[src/rtl/dpsem_pkg.sv]
package dpsem_pkg;

    typedef enum logic [1:0] {
        OP_NOP = 2'd0,
        OP_WR  = 2'd1,
        OP_RD  = 2'd2
    } op_e;

    typedef enum logic [2:0] {
        FK_NONE    = 3'd0,
        FK_NOSET   = 3'd1,
        FK_NOREL   = 3'd2,
        FK_NOINT   = 3'd3,
        FK_NOCLEAR = 3'd4,
        FK_TIMEOUT = 3'd5,
        FK_DOUBLE  = 3'd6,
        FK_BADDATA = 3'd7
    } fkind_e;

    // one port's action inside a semaphore step
    typedef struct packed {
        op_e    op;
        logic   wbit;   // bit 0 written: 1 request, 0 release
        logic   ebit;   // expected read bit 0
        fkind_e kind;   // reported when the read mismatches
    } sem_op_t;

    typedef struct packed {
        sem_op_t own;   // port taking the owner role
        sem_op_t oth;   // the opposite port
    } sem_step_t;

    localparam int SEM_STEPS = 9;

    function automatic sem_op_t mk(op_e op, logic w, logic e, fkind_e k);
        sem_op_t r;
        r.op = op; r.wbit = w; r.ebit = e; r.kind = k;
        return r;
    endfunction

    function automatic sem_step_t sem_step(input int unsigned s);
        sem_step_t r;
        sem_op_t   idle;
        idle = mk(OP_NOP, 1'b0, 1'b0, FK_NONE);
        r.own = idle;
        r.oth = idle;
        case (s)
            0: r.own = mk(OP_WR, 1'b1, 1'b0, FK_NONE);
            1: begin r.own = mk(OP_RD, 1'b0, 1'b1, FK_NOSET);
                     r.oth = mk(OP_RD, 1'b0, 1'b0, FK_DOUBLE); end
            2: r.oth = mk(OP_WR, 1'b1, 1'b0, FK_NONE);
            3: begin r.own = mk(OP_RD, 1'b0, 1'b1, FK_NOSET);
                     r.oth = mk(OP_RD, 1'b0, 1'b0, FK_DOUBLE); end
            4: r.own = mk(OP_WR, 1'b0, 1'b0, FK_NONE);
            5: begin r.own = mk(OP_RD, 1'b0, 1'b0, FK_NOREL);
                     r.oth = mk(OP_WR, 1'b1, 1'b0, FK_NONE); end
            6: begin r.own = mk(OP_RD, 1'b0, 1'b0, FK_DOUBLE);
                     r.oth = mk(OP_RD, 1'b0, 1'b1, FK_NOSET); end
            7: r.oth = mk(OP_WR, 1'b0, 1'b0, FK_NONE);
            8: begin r.own = mk(OP_RD, 1'b0, 1'b0, FK_DOUBLE);
                     r.oth = mk(OP_RD, 1'b0, 1'b0, FK_NOREL); end
            default: ;
        endcase
        return r;
    endfunction

endpackage

[src/rtl/dpsem_wdog.sv]
module dpsem_wdog #(
    parameter int LIMIT = 32,
    localparam int CW = $clog2(LIMIT + 1)
) (
    input  logic clk,
    input  logic rst,
    input  logic en,
    output logic expired
);
    logic [CW-1:0] cnt;

    always_ff @(posedge clk) begin
        if (rst || !en)            cnt <= '0;
        else if (cnt != CW'(LIMIT)) cnt <= cnt + 1'b1;
    end

    assign expired = (cnt == CW'(LIMIT));


    wdog_bound_chk: assert property (@(posedge clk) disable iff (rst)
        (!en) |=> (!expired || $past(LIMIT == 0)));
endmodule

[src/rtl/dpsem_port_drv.sv]
module dpsem_port_drv import dpsem_pkg::*; #(
    parameter int AW = 6,
    parameter int DW = 8
) (
    input  logic          clk,
    input  logic          rst,
    input  logic          go,
    input  logic          abort,
    input  logic [1:0]    req_op,
    input  logic          req_sem,
    input  logic [AW-1:0] req_addr,
    input  logic [DW-1:0] req_wdata,
    output logic          got,
    output logic [DW-1:0] cap,
    output logic          cs,
    output logic          we,
    output logic          sem,
    output logic [AW-1:0] addr,
    output logic [DW-1:0] wdata,
    input  logic          ack,
    input  logic [DW-1:0] rdata
);
    always_ff @(posedge clk) begin
        if (rst) begin
            cs <= 1'b0; we <= 1'b0; sem <= 1'b0;
            addr <= '0; wdata <= '0; got <= 1'b0; cap <= '0;
        end else begin
            got <= 1'b0;
            if (abort) begin
                cs <= 1'b0;
            end else if (go && op_e'(req_op) != OP_NOP) begin
                cs    <= 1'b1;
                we    <= (op_e'(req_op) == OP_WR);
                sem   <= req_sem;
                addr  <= req_addr;
                wdata <= req_wdata;
            end else if (cs && ack) begin
                cs  <= 1'b0;
                got <= 1'b1;
                cap <= rdata;
            end
        end
    end


    cs_hold_chk: assert property (@(posedge clk) disable iff (rst)
        (cs && !ack && !abort) |=> (cs && $stable(addr) && $stable(we)));
endmodule

[src/rtl/dpsem_seq.sv]
module dpsem_seq import dpsem_pkg::*; #(
    parameter int AW = 6,
    parameter int DW = 8,
    parameter int NSEM = 4,
    parameter logic [DW-1:0] PAT0 = 8'hA5,
    parameter logic [DW-1:0] PAT1 = 8'h3C,
    localparam int SIW = (NSEM > 1) ? $clog2(NSEM) : 1,
    localparam int FCW = 4 + SIW
) (
    input  logic                clk,
    input  logic                rst,
    input  logic                start,
    input  logic [1:0]          got,
    input  logic [1:0][DW-1:0]  cap,
    input  logic [1:0]          intr,
    input  logic                wd_exp,
    output logic                go,
    output logic                abort,
    output logic                waiting,
    output logic [1:0][1:0]     p_op,
    output logic [1:0]          p_sem,
    output logic [1:0][AW-1:0]  p_addr,
    output logic [1:0][DW-1:0]  p_wdata,
    output logic                done,
    output logic                pass,
    output logic [FCW-1:0]      fail_code
);
    localparam int SW = $clog2(SEM_STEPS);
    localparam logic [AW-1:0] MB0 = '1;
    localparam logic [AW-1:0] MB1 = MB0 - 1'b1;

    typedef enum logic [2:0] {
        S_IDLE, S_ISSUE, S_WAIT, S_CHECK, S_MBINT, S_MBCLR, S_DONE
    } st_e;

    st_e            state;
    logic [SW-1:0]  step;
    logic           owner, mb, mstep;
    logic [SIW-1:0] sem_idx;
    logic [1:0]     pend;
    fkind_e         fkind;
    logic           fport;
    logic [SIW-1:0] fidx;

    logic [1:0][DW-1:0] p_mask, p_exp;
    fkind_e [1:0]       p_kind;
    sem_step_t          st;
    sem_op_t            d;
    logic               chk_fail, chk_port;
    fkind_e             chk_kind;

    always_comb begin
        st = sem_step(32'(step));
        d  = st.own;
        for (int p = 0; p < 2; p++) begin
            d = (p == int'(owner)) ? st.own : st.oth;
            if (!mb) begin
                p_op[p]    = d.op;
                p_sem[p]   = 1'b1;
                p_addr[p]  = AW'(sem_idx);
                p_wdata[p] = DW'(d.wbit);
                p_mask[p]  = DW'(1);
                p_exp[p]   = DW'(d.ebit);
                p_kind[p]  = d.kind;
            end else begin
                p_op[p]    = mstep ? OP_RD : OP_WR;
                p_sem[p]   = 1'b0;
                p_addr[p]  = mstep ? ((p == 0) ? MB0 : MB1) : ((p == 0) ? MB1 : MB0);
                p_wdata[p] = (p == 0) ? PAT0 : PAT1;
                p_mask[p]  = '1;
                p_exp[p]   = (p == 0) ? PAT1 : PAT0;
                p_kind[p]  = FK_BADDATA;
            end
        end
        chk_fail = 1'b0;
        chk_port = 1'b0;
        chk_kind = FK_NONE;
        for (int p = 1; p >= 0; p--) begin
            if (op_e'(p_op[p]) == OP_RD && ((cap[p] & p_mask[p]) != p_exp[p])) begin
                chk_fail = 1'b1;
                chk_port = 1'(p);
                chk_kind = p_kind[p];
            end
        end
    end

    assign go        = (state == S_ISSUE);
    assign abort     = (state == S_DONE);
    assign waiting   = (state == S_WAIT) || (state == S_MBINT);
    assign done      = (state == S_DONE);
    assign fail_code = {fkind, fport, fidx};

    always_ff @(posedge clk) begin
        if (rst) begin
            state <= S_IDLE; step <= '0; owner <= 1'b0; mb <= 1'b0; mstep <= 1'b0;
            sem_idx <= '0; pend <= '0; pass <= 1'b0;
            fkind <= FK_NONE; fport <= 1'b0; fidx <= '0;
        end else begin
            case (state)
                S_IDLE, S_DONE: if (start) begin
                    state <= S_ISSUE; step <= '0; owner <= 1'b0; mb <= 1'b0;
                    mstep <= 1'b0; sem_idx <= '0; pass <= 1'b0;
                    fkind <= FK_NONE; fport <= 1'b0; fidx <= '0;
                end
                S_ISSUE: begin
                    for (int p = 0; p < 2; p++) pend[p] <= (op_e'(p_op[p]) != OP_NOP);
                    state <= S_WAIT;
                end
                S_WAIT: begin
                    if (wd_exp) begin
                        fkind <= FK_TIMEOUT;
                        fport <= !pend[0];
                        fidx  <= mb ? SIW'(!pend[0]) : sem_idx;
                        state <= S_DONE;
                    end else begin
                        pend <= pend & ~got;
                        if ((pend & ~got) == 2'b00) state <= S_CHECK;
                    end
                end
                S_CHECK: begin
                    if (chk_fail) begin
                        fkind <= chk_kind;
                        fport <= chk_port;
                        fidx  <= mb ? SIW'(chk_port) : sem_idx;
                        state <= S_DONE;
                    end else if (!mb) begin
                        state <= S_ISSUE;
                        if (step == SW'(SEM_STEPS - 1)) begin
                            step  <= '0;
                            owner <= !owner;
                            if (owner) begin
                                if (sem_idx == SIW'(NSEM - 1)) mb <= 1'b1;
                                else sem_idx <= sem_idx + 1'b1;
                            end
                        end else begin
                            step <= step + 1'b1;
                        end
                    end else begin
                        state <= mstep ? S_MBCLR : S_MBINT;
                    end
                end
                S_MBINT: begin
                    if (intr == 2'b11) begin
                        mstep <= 1'b1;
                        state <= S_ISSUE;
                    end else if (wd_exp) begin
                        fkind <= FK_NOINT;
                        fport <= intr[0];
                        fidx  <= SIW'(intr[0]);
                        state <= S_DONE;
                    end
                end
                S_MBCLR: begin
                    if (intr[0]) begin
                        fkind <= FK_NOCLEAR; fport <= 1'b0; fidx <= '0;
                    end else if (intr[1]) begin
                        fkind <= FK_NOCLEAR; fport <= 1'b1; fidx <= SIW'(1);
                    end else begin
                        pass <= 1'b1;
                    end
                    state <= S_DONE;
                end
                default: state <= S_IDLE;
            endcase
        end
    end


    code_hold_chk: assert property (@(posedge clk) disable iff (rst)
        (done && $past(done) && !$past(start)) |-> $stable(fail_code));

    pass_code_chk: assert property (@(posedge clk) disable iff (rst)
        pass |-> (fail_code == '0));

    clr_fail_chk: assert property (@(posedge clk) disable iff (rst)
        (state == S_MBCLR && intr[0]) |=> (done && !pass));
endmodule

[src/rtl/dpsem_tester.sv]
module dpsem_tester import dpsem_pkg::*; #(
    parameter int AW = 6,
    parameter int DW = 8,
    parameter int NSEM = 4,
    parameter int TIMEOUT = 32,
    parameter logic [DW-1:0] PAT0 = 8'hA5,
    parameter logic [DW-1:0] PAT1 = 8'h3C,
    localparam int SIW = (NSEM > 1) ? $clog2(NSEM) : 1,
    localparam int FCW = 4 + SIW
) (
    input  logic               clk,
    input  logic               rst,
    input  logic               start,
    output logic [1:0]         port_cs,
    output logic [1:0]         port_we,
    output logic [1:0]         port_sem,
    output logic [1:0][AW-1:0] port_addr,
    output logic [1:0][DW-1:0] port_wdata,
    input  logic [1:0][DW-1:0] port_rdata,
    input  logic [1:0]         port_ack,
    input  logic [1:0]         port_int,
    output logic               done,
    output logic               pass,
    output logic [FCW-1:0]     fail_code
);
    logic               go, abort, waiting, wd_exp;
    logic [1:0]         got;
    logic [1:0][DW-1:0] cap;
    logic [1:0][1:0]    p_op;
    logic [1:0]         p_sem;
    logic [1:0][AW-1:0] p_addr;
    logic [1:0][DW-1:0] p_wdata;

    dpsem_seq #(.AW(AW), .DW(DW), .NSEM(NSEM), .PAT0(PAT0), .PAT1(PAT1)) u_seq (
        .clk(clk), .rst(rst), .start(start), .got(got), .cap(cap),
        .intr(port_int), .wd_exp(wd_exp), .go(go), .abort(abort),
        .waiting(waiting), .p_op(p_op), .p_sem(p_sem), .p_addr(p_addr),
        .p_wdata(p_wdata), .done(done), .pass(pass), .fail_code(fail_code)
    );

    dpsem_wdog #(.LIMIT(TIMEOUT)) u_wdog (
        .clk(clk), .rst(rst), .en(waiting), .expired(wd_exp)
    );

    for (genvar p = 0; p < 2; p++) begin : g_port
        dpsem_port_drv #(.AW(AW), .DW(DW)) u_drv (
            .clk(clk), .rst(rst), .go(go), .abort(abort),
            .req_op(p_op[p]), .req_sem(p_sem[p]), .req_addr(p_addr[p]),
            .req_wdata(p_wdata[p]), .got(got[p]), .cap(cap[p]),
            .cs(port_cs[p]), .we(port_we[p]), .sem(port_sem[p]),
            .addr(port_addr[p]), .wdata(port_wdata[p]),
            .ack(port_ack[p]), .rdata(port_rdata[p])
        );
    end


    idle_bus_chk: assert property (@(posedge clk) disable iff (rst)
        (done && $past(done)) |-> (port_cs == 2'b00));
endmodule

[config.mk]
export PLATFORM = sky130hd
export DESIGN_NAME = dpsem_tester
export DESIGN_NICKNAME = d
export VERILOG_FILES = /design/src/rtl/dpsem_pkg.sv /design/src/rtl/dpsem_wdog.sv /design/src/rtl/dpsem_port_drv.sv /design/src/rtl/dpsem_seq.sv /design/src/rtl/dpsem_tester.sv
export SDC_FILE = /design/constraint.sdc
export NUM_CORES = 1
export LEC_CHECK = 0
export ABC_AREA = 1
export ABC_CLOCK_PERIOD_IN_PS = 2100
export BUFFER_PORTS_ARGS = -buffer_cell sky130_fd_sc_hd__buf_2
export CORE_ASPECT_RATIO = 1.2
export CORE_MARGIN = 2
export CORE_UTILIZATION = 53
export DETAILED_ROUTE_END_ITERATION = 7
export PLACE_DENSITY = 0.78
export SYNTH_ARGS = -nofsm -noshare
export SYNTH_HDL_FRONTEND = slang
export SYNTH_HIERARCHICAL = 1
export SYNTH_SLANG_ARGS = --single-unit
[constraint.sdc]
create_clock -name clk -period 2.1 [get_ports clk]
set_input_delay 0.42 -clock clk [delete_from_list [all_inputs] [get_ports clk]]
set_output_delay 0.42 -clock clk [all_outputs]
set_load 0.05 [all_outputs]
==> results.txt, run 1 <==
Post-synth EDFFs -> 0
Mapped cell area -> 4470 µm²
DRC violation count after routing -> 0
Hold slack final -> 0.318 ns
Placed cell area -> 4750 µm²
Syn avg cell area -> 6.79 µm²
Pwr Total -> 9.00 mW
DIE AREA -> 9190 µm²
Cts bufs inserted -> 9
Max-slew violation count -> 0
# rows -> 36
Hold buffers post-CTS -> 0
Flop-to-flop setup slack -> 0.09 ns
Reg clk slew, reported paths -> 0.08 ns
Post-DP HPWL -> 7.23 mm
Finished Core Util -> 0.634
Synth unique cells -> 37
Fin. Hold Viols -> 0
Setup WS pre-CTS -> 0.00246 ns
Routed Antenna Nets -> 0
Tot GR Track Use -> 0.228
Crit path kind -> reg -> reg
Post-synthesis sequential area ratio -> 0.354
VDD IR-drop max -> 601 µV
Core Region -> 8150 µm²
Leading cell type in the layout, fill and taps excluded -> nor2_1
Post-Route WL -> 10.2 mm
CP Capture Type -> flip-flop
Port Buffers -> 64
Synthesized flop and latch total -> 79
Per-cell routed wire length -> 12.2 µm
Period utilisation layout -> 0.956
CTS max path bufs -> 2
Ports -> 65
Setup WS post-layout -> 0.0917 ns
Vias/cell -> 5.06
Synth Warn # -> 6
Root Driver -> clkbuf_8
Final Setup Violations -> 0
Worst EP arrival -> 2.31 ns
Inst Count DP -> 813
DR pass1 iterations -> 5
Async set-reset flop share out of synthesis -> 0
CTS tree -> yes
Nets -> 746
GPL Wtd Cong -> 0.945
Vias -> 4,221
Area Growth Syn to Fin -> 15.6%
Largest net degree at the start of global routing -> 28
Commonest non-fill, non-tap cells in the layout -> 122 x nor2_1, 96 x nand2_1, 74 x dfxtp_1
Main synth FF type -> dfxtp_1
Max Cap Viol -> 0
Die Wd -> 87.8 µm
Leak pwr -> 2.45 nW
First-pass GRT wire length -> 17.1 mm
Die H -> 105 µm
Fin Setup TNS -> 0 ns
Layout cells sized above 1 -> 0.248
Min Clock Period, post-route -> 2.01 ns
Initial antenna violation count -> 0
Later-pin clock latency in the skew report -> 0.36 ns
Total clock sinks -> 79
1st-iter DRT viols -> 279
Post-Syn Instances -> 658
Hold WC Path Type -> in -> reg
Slew @ Worst Pin -> 0.664 ns
H-tree depth -> 3
Nature of the critical path startpoint -> flip-flop
Gr ovfl total -> 0
Clk_skew -> 0.00802 ns
Finished Layout Cells -> 835
Final Cell Area -> 5170 µm²
Fmax -> 498 MHz
Vias in the first global route -> 3,926
Initial Util -> 0.548
Slew HR -> 0.557
Pwr/cell area -> 1740 nW/µm²
Run status -> finished clean
Worst path required time -> 2.40 ns
Antenna diodes -> 0
Crit path max fanout -> 6
-- flip-flops by register name, summed over array words and instances (netlist names), 3 cells and up --
name and count:
u_seq/fkind 3, g_port.u_drv/addr 12, u_seq/step 4, u_seq/state 3, g_port.u_drv/wdata 16, u_wdog/cnt 6, g_port.u_drv/cap 16
-- routing by layer --
layer	GRT usage	routed length, µm	vias up	share of wire
li1	-	-	2166	-
met1	0.290	4600	1924	0.45
met2	0.380	4930	110	0.48
met3	0.0434	442	21	0.043
met4	0.0824	217	0	0.021
met5	0	0	-	0
-- cell families (layout without fill, tap and decap cells) --
kind of cell             count (synthesis)  after routing  share of synthesized area
AO/OA/AOI/OAI                          110            110                      0.132
AND/OR/NAND/NOR                        326            326                      0.333
flip-flops                              79             79                      0.354
XOR/XNOR                                 4              4                    0.00784
adder cells (fa/ha/maj)                  7              7                     0.0196
other                                    1              7                   0.000839
buffers and inverters                  131            188                      0.153
-- power breakdown --
group | switching, mW | total [mW] | internal (mW)
clock | 0.553 | 1.29 | 0.734
combinational | 3.71 | 5.38 | 1.68
sequential | 0.345 | 2.33 | 1.99
total | 4.60 | 9.00 | 4.40
-- critical path: stages, from the launching register on --
cell and delay, ns:
dfxtp_4 0.38, inv_2 0.11, ha_4 0.15, nand3_2 0.13
buf_4 0.19, clkinvlp_4 0.10, buf_4 0.11, a21oi_1 0.06
nor3b_1 0.36, nand3_1 0.16, nand2_1 0.08, inv_1 0.04
nor2_1 0.08
-- final cells by class --
class	count	area (µm²)
clock buffers	13	159
clock inverters	3	65.1
fillers	730	2980
inverters	84	337
multi-input cells	454	2350
flip-flops and latches	79	1590
well taps	114	143
repair buffers	88	528
-- Yosys cell counts (all sizes together) (6+ instances only) --
master	instances	area [µm²]
o21ai	59	325
nand2	114	488
nor2	141	597
nand3	47	260
inv	84	330
buf	41	330
nand4	6	37.5
nor3	12	65.1
clkbuf	6	22.5
a21oi	47	235
ha	7	87.6
dfxtp	79	1580
-- final timing paths --
check / start / to / cells past startpoint
hold reg to reg: u_seq/fidx[0] / u_seq/fidx[0] / 2
setup / recovery: u_seq/step[0] / u_seq/sem_idx[0] / 12
setup reg to reg: u_seq/step[0] / u_seq/sem_idx[0] / 12
hold / removal: port_ack[0] / g_port[0].u_drv/cs / 4
-- timing repair --
| action | in CTS | in global routing |
|---|---|---|
| setup endpoints to repair | 15 | 69 |
| resized for setup | 2 | 38 |
| pin swaps | 0 | 14 |
| buffers inserted | 0 | 6 |
| endpoints found under the hold margin | 0 | 0 |
No activity file was read; power rests on OpenSTA's default activity.
==> run 2: changes to the inputs <==
- CORE_UTILIZATION: 53 -> 45
- PLACE_DENSITY: 0.78 -> 0.68
==> run 2 against run 1 <==
  * Power shrank 0.52%
  * Design area is essentially flat
  * Count of clock-buffer cells in the layout shrank 3
  * Final cell count grew 1.1%
  * Non-clock buffer count is the same
  * Sequential power is essentially flat
  * Sequential share of layout area shrank 0.14 points
==> results.txt, run 2 (synthesis results as in run 1) <==
Hold WC Path Type -> in -> reg
Port Buffers -> 64
Pwr/cell area -> 1730 nW/µm²
Die Wd -> 95.0 µm
Final Setup Violations -> 0
Vias in the first global route -> 3,695
Root Driver -> clkbuf_16
Per-cell routed wire length -> 11.8 µm
Top flop regs -> g_port.u_drv/cap x16, g_port.u_drv/wdata x16, g_port.u_drv/addr x12
Vias -> 4,121
Layout cells sized above 1 -> 0.232
DRC violation count after routing -> 0
Tot GR Track Use -> 0.188
Fmax -> 498 MHz
DR pass1 iterations -> 5
Slew @ Worst Pin -> 0.722 ns
Largest net degree at the start of global routing -> 25
Run status -> finished clean
Later-pin clock latency in the skew report -> 0.34 ns
Nets -> 746
Nature of the critical path startpoint -> flip-flop
First-pass GRT wire length -> 16.2 mm
Reg clk slew, reported paths -> 0.06 ns
Total clock sinks -> 79
Crit path kind -> reg -> out
VDD IR-drop max -> 614 µV
# rows -> 39
Max Cap Viol -> 0
CTS tree -> yes
Clk_skew -> 0.00822 ns
Vias/cell -> 4.88
Min Clock Period, post-route -> 2.01 ns
Antenna diodes -> 0
Leading cell type in the layout, fill and taps excluded -> nor2_1
Inst Count DP -> 827
Core Region -> 9610 µm²
Period utilisation layout -> 0.956
Fin. Hold Viols -> 0
Slew HR -> 0.518
Ports -> 65
Cts bufs inserted -> 9
Die H -> 113 µm
Initial antenna violation count -> 0
Hold buffers post-CTS -> 0
Finished Layout Cells -> 844
Initial Util -> 0.465
DIE AREA -> 10,800 µm²
H-tree depth -> 3
Placed cell area -> 4810 µm²
Post-DP HPWL -> 7.50 mm
Gr ovfl total -> 0
Area Growth Syn to Fin -> 15.7%
Crit path max fanout -> 6
Commonest non-fill, non-tap cells in the layout -> 124 x nor2_1, 101 x nand2_1, 77 x dfxtp_1
Worst path required time -> 1.68 ns
Pwr Total -> 8.96 mW
GPL Wtd Cong -> 0.892
Post-Route WL -> 10.0 mm
Routed Antenna Nets -> 0
Leak pwr -> 2.46 nW
CP Capture Type -> output port
Final Cell Area -> 5170 µm²
Fin Setup TNS -> 0 ns
CTS max path bufs -> 2
1st-iter DRT viols -> 236
Max-slew violation count -> 0
Worst EP arrival -> 1.59 ns
-- run 2: area by class of cell --
cell class	instances	area, µm²
multi-input combinational	454	2300
tap	123	154
timing repair buffer	88	526
clock inverter	6	45.0
clock buffer	10	229
inverter	84	333
sequential	79	1590
fill	943	4440
-- run 2: critical path, cell delays in order (launching register included) --
cell and delay (ns):
dfxtp_1 0.36, inv_1 0.14, nand2_1 0.09, nor2_1 0.32, buf_2 0.34
-- run 2: path summary, 6_finish.rpt --
check                           from            endpoint  slack, ns  cells past startpoint
setup / recovery      u_seq/state[0]                done       0.09                      4
hold / removal           port_ack[1]  g_port[1].u_drv/cs       0.33                      4
setup reg to reg       u_seq/step[0]      u_seq/fkind[1]       0.15                     16
hold reg to reg   g_port[1].u_drv/cs  g_port[1].u_drv/cs       0.47                      2
-- run 2: metrics by stage --
stage,hold slack (ns),utilization,setup slack [ns]
2_1_floorplan,0.443,-,0.144
3_3_place_gp,0.456,0.501,0.119
3_5_place_dp,0.459,0.501,0.0425
4_1_cts,0.322,0.529,0.0423
5_1_grt,0.346,0.538,-0.00658
6_report,0.331,0.538,0.0931
-- run 2: routing by layer --
metal  track usage  share of wire  wire, µm
met5             0              0         0
met3        0.0399          0.051       512
met4        0.0831          0.016       163
met2         0.306           0.46      4590
met1         0.237           0.47      4730
-- run 2: what timing repair did --
item                                   4_1_cts  5_1_grt
endpoints found under the hold margin        0        0
setup endpoints to repair                    0       65
setup buffers                                0        1
gates resized for setup                      0       20
-- run 2: power breakdown --
group | total (mW) | internal, mW | switching [mW]
registers | 2.30 | 1.98 | 0.323
logic | 5.21 | 1.61 | 3.61
clock network | 1.44 | 0.804 | 0.634
==> run 3: changes to the inputs <==
- CORE_MARGIN: 2 -> 3
==> run 3 against run 2 <==
  * First-iteration DRC count down 3.8%
  * Design area up 0.65%
  * Via count up 1.8%
  * Power up 3.0%
  * Count of clock-buffer cells in the layout up 1
  * Register-to-register slack worse by 0.09 ns
  * Final cell count down 0.24%
  * Combinational power about the same
  * Setup slack worse by 0.029 ns
  * Critical path depth up 9
  * Flip-flop and latch count unchanged
==> results.txt, run 3 (synthesis results as in run 1) <==
Port Buffers -> 64
# rows -> 39
Per-cell routed wire length -> 12.1 µm
Worst EP arrival -> 2.29 ns
Period utilisation layout -> 0.969
Clock network power share -> 0.184
Routed Antenna Nets -> 0
Pwr/cell area -> 1770 nW/µm²
Run status -> finished clean
DRC violation count after routing -> 0
Ports -> 65
H-tree depth -> 3
Clk_skew -> 0.00815 ns
Largest net degree at the start of global routing -> 28
DR pass1 iterations -> 5
Crit path cell chain -> inv_1, ha_1, nand3_2, nand2_2, nor2_2, inv_1, nor2_4, nor2_4, nand2_4, nand2_1, a21oi_2, nand3_1, a21oi_1
Nature of the critical path startpoint -> flip-flop
Crit path max fanout -> 8
Slew HR -> 0.509
Reg clk slew, reported paths -> 0.06 ns
Vias in the first global route -> 3,792
Initial antenna violation count -> 0
DIE AREA -> 11,200 µm²
Worst path required time -> 2.35 ns
Critical path capture point -> u_seq/owner
Root Driver -> clkbuf_16
Initial Util -> 0.465
Reg power frac -> 0.250
Top flop regs -> g_port.u_drv/cap x16, g_port.u_drv/wdata x16, g_port.u_drv/addr x12
RR Endpoint -> u_seq/owner
Cts bufs inserted -> 9
Later-pin clock latency in the skew report -> 0.34 ns
Final Setup Violations -> 0
Slew @ Worst Pin -> 0.736 ns
Tot GR Track Use -> 0.184
Nets -> 744
Commonest non-fill, non-tap cells in the layout -> 123 x nor2_1, 98 x nand2_1, 76 x dfxtp_1
CP startpoint -> u_seq/step[1]
Combinational share of power -> 0.566
Hold path startpoint -> port_ack[1]
NetSw -> 4.54 mW
Postcts setup bufs -> 0
CTS tree -> yes
Setup WS post-layout -> 0.0646 ns
Vias -> 4,194
GPL Wtd Cong -> 0.972
Die Wd -> 97.0 µm
Hold WC Path Type -> in -> reg
Flop-to-flop setup slack -> 0.06 ns
Setup WS pre-CTS -> 0.0861 ns
Post-Route WL -> 10.2 mm
Leak pwr -> 2.48 nW
Fin. Hold Viols -> 0
CP Capture Type -> flip-flop
VDD IR-drop max -> 660 µV
R2r startpoint -> u_seq/step[1]
Layout cells sized above 1 -> 0.236
CP max-delay cell -> dfxtp_2
Crit path kind -> reg -> reg
Largest stage delay on the critical path -> 0.36 ns
Gr ovfl total -> 0
Fin Setup TNS -> 0 ns
Hold slack final -> 0.342 ns
Max Cap Viol -> 0
First-pass GRT wire length -> 17.1 mm
Finished Core Util -> 0.542
Vias/cell -> 4.98
CTS max path bufs -> 2
Total clock sinks -> 79
Die H -> 115 µm
Min Clock Period, post-route -> 2.04 ns
R2R depth -> 13
Internal -> 4.68 mW
1st-iter DRT viols -> 227
Leading cell type in the layout, fill and taps excluded -> nor2_1
Core Region -> 9610 µm²
Fmax -> 491 MHz
Antenna diodes -> 0
Switching share of power -> 0.492
Post-DP HPWL -> 7.56 mm
Area Growth Syn to Fin -> 16.5%
Max-slew violation count -> 0
## run 3: metal layers
layer	part of all wire	global-route usage	vias up	wire [µm]
li1	-	-	2167	-
met1	0.45	0.224	1895	4570
met2	0.48	0.311	113	4910
met3	0.049	0.0340	19	494
met4	0.020	0.0927	0	205
met5	0	0	-	0
## run 3: stage by stage
stage	std cells	total power [mW]	area, µm²
final	842	9.22	5210
after global routing	842	9.91	5210
after CTS	842	9.08	5140
after detailed placement	826	7.35	4800
after global placement	826	7.27	4800
after floorplan	664	6.45	4490
## run 3: what timing repair did
item	CTS	global route
hold buffers	0	0
endpoints found under the hold margin	0	0
gates resized for setup	0	20
setup endpoints to repair	0	65
## run 3: worst min path at each step
stage          slack [ns]                      to  cells past startpoint
6_report             0.34      g_port[1].u_drv/cs                      4
3_5_place_dp         0.46      g_port[1].u_drv/we                      2
3_3_place_gp         0.45          u_seq/fkind[2]                      2
5_1_grt              0.37      g_port[1].u_drv/cs                      4
4_1_cts              0.34      g_port[1].u_drv/cs                      4
2_1_floorplan        0.44  g_port[1].u_drv/cap[1]                      2
## run 3: cell type report
| class | count | area (µm²) |
|---|---|---|
| flip-flops and latches | 79 | 1590 |
| repair buffers | 86 | 510 |
| clock buffers | 11 | 253 |
| multi-input cells | 454 | 2290 |
| well taps | 123 | 154 |
| fillers | 962 | 4410 |
| inverters | 84 | 330 |
| clock inverters | 5 | 80.1 |
## run 3: worst max-delay path: cells and delay by family, from the launching register on
| kind | cells | cell delay [ns] |
|---|---|---|
| simple gates | 8 | 0.85 |
| buf+inv | 2 | 0.17 |
| flops | 1 | 0.36 |
| compound gates | 2 | 0.33 |
| fa+ha+maj | 1 | 0.25 |
## run 3: power by group through the flow
stage               combinational (mW)  clock (mW)  sequential, mW
finish                            5.22        1.70            2.30
detailed placement                5.03           0            2.32
floorplan                         3.13           0            3.33
CTS                               5.06        1.74            2.29
global placement                  4.97           0            2.30
global route                      5.76        1.78            2.37
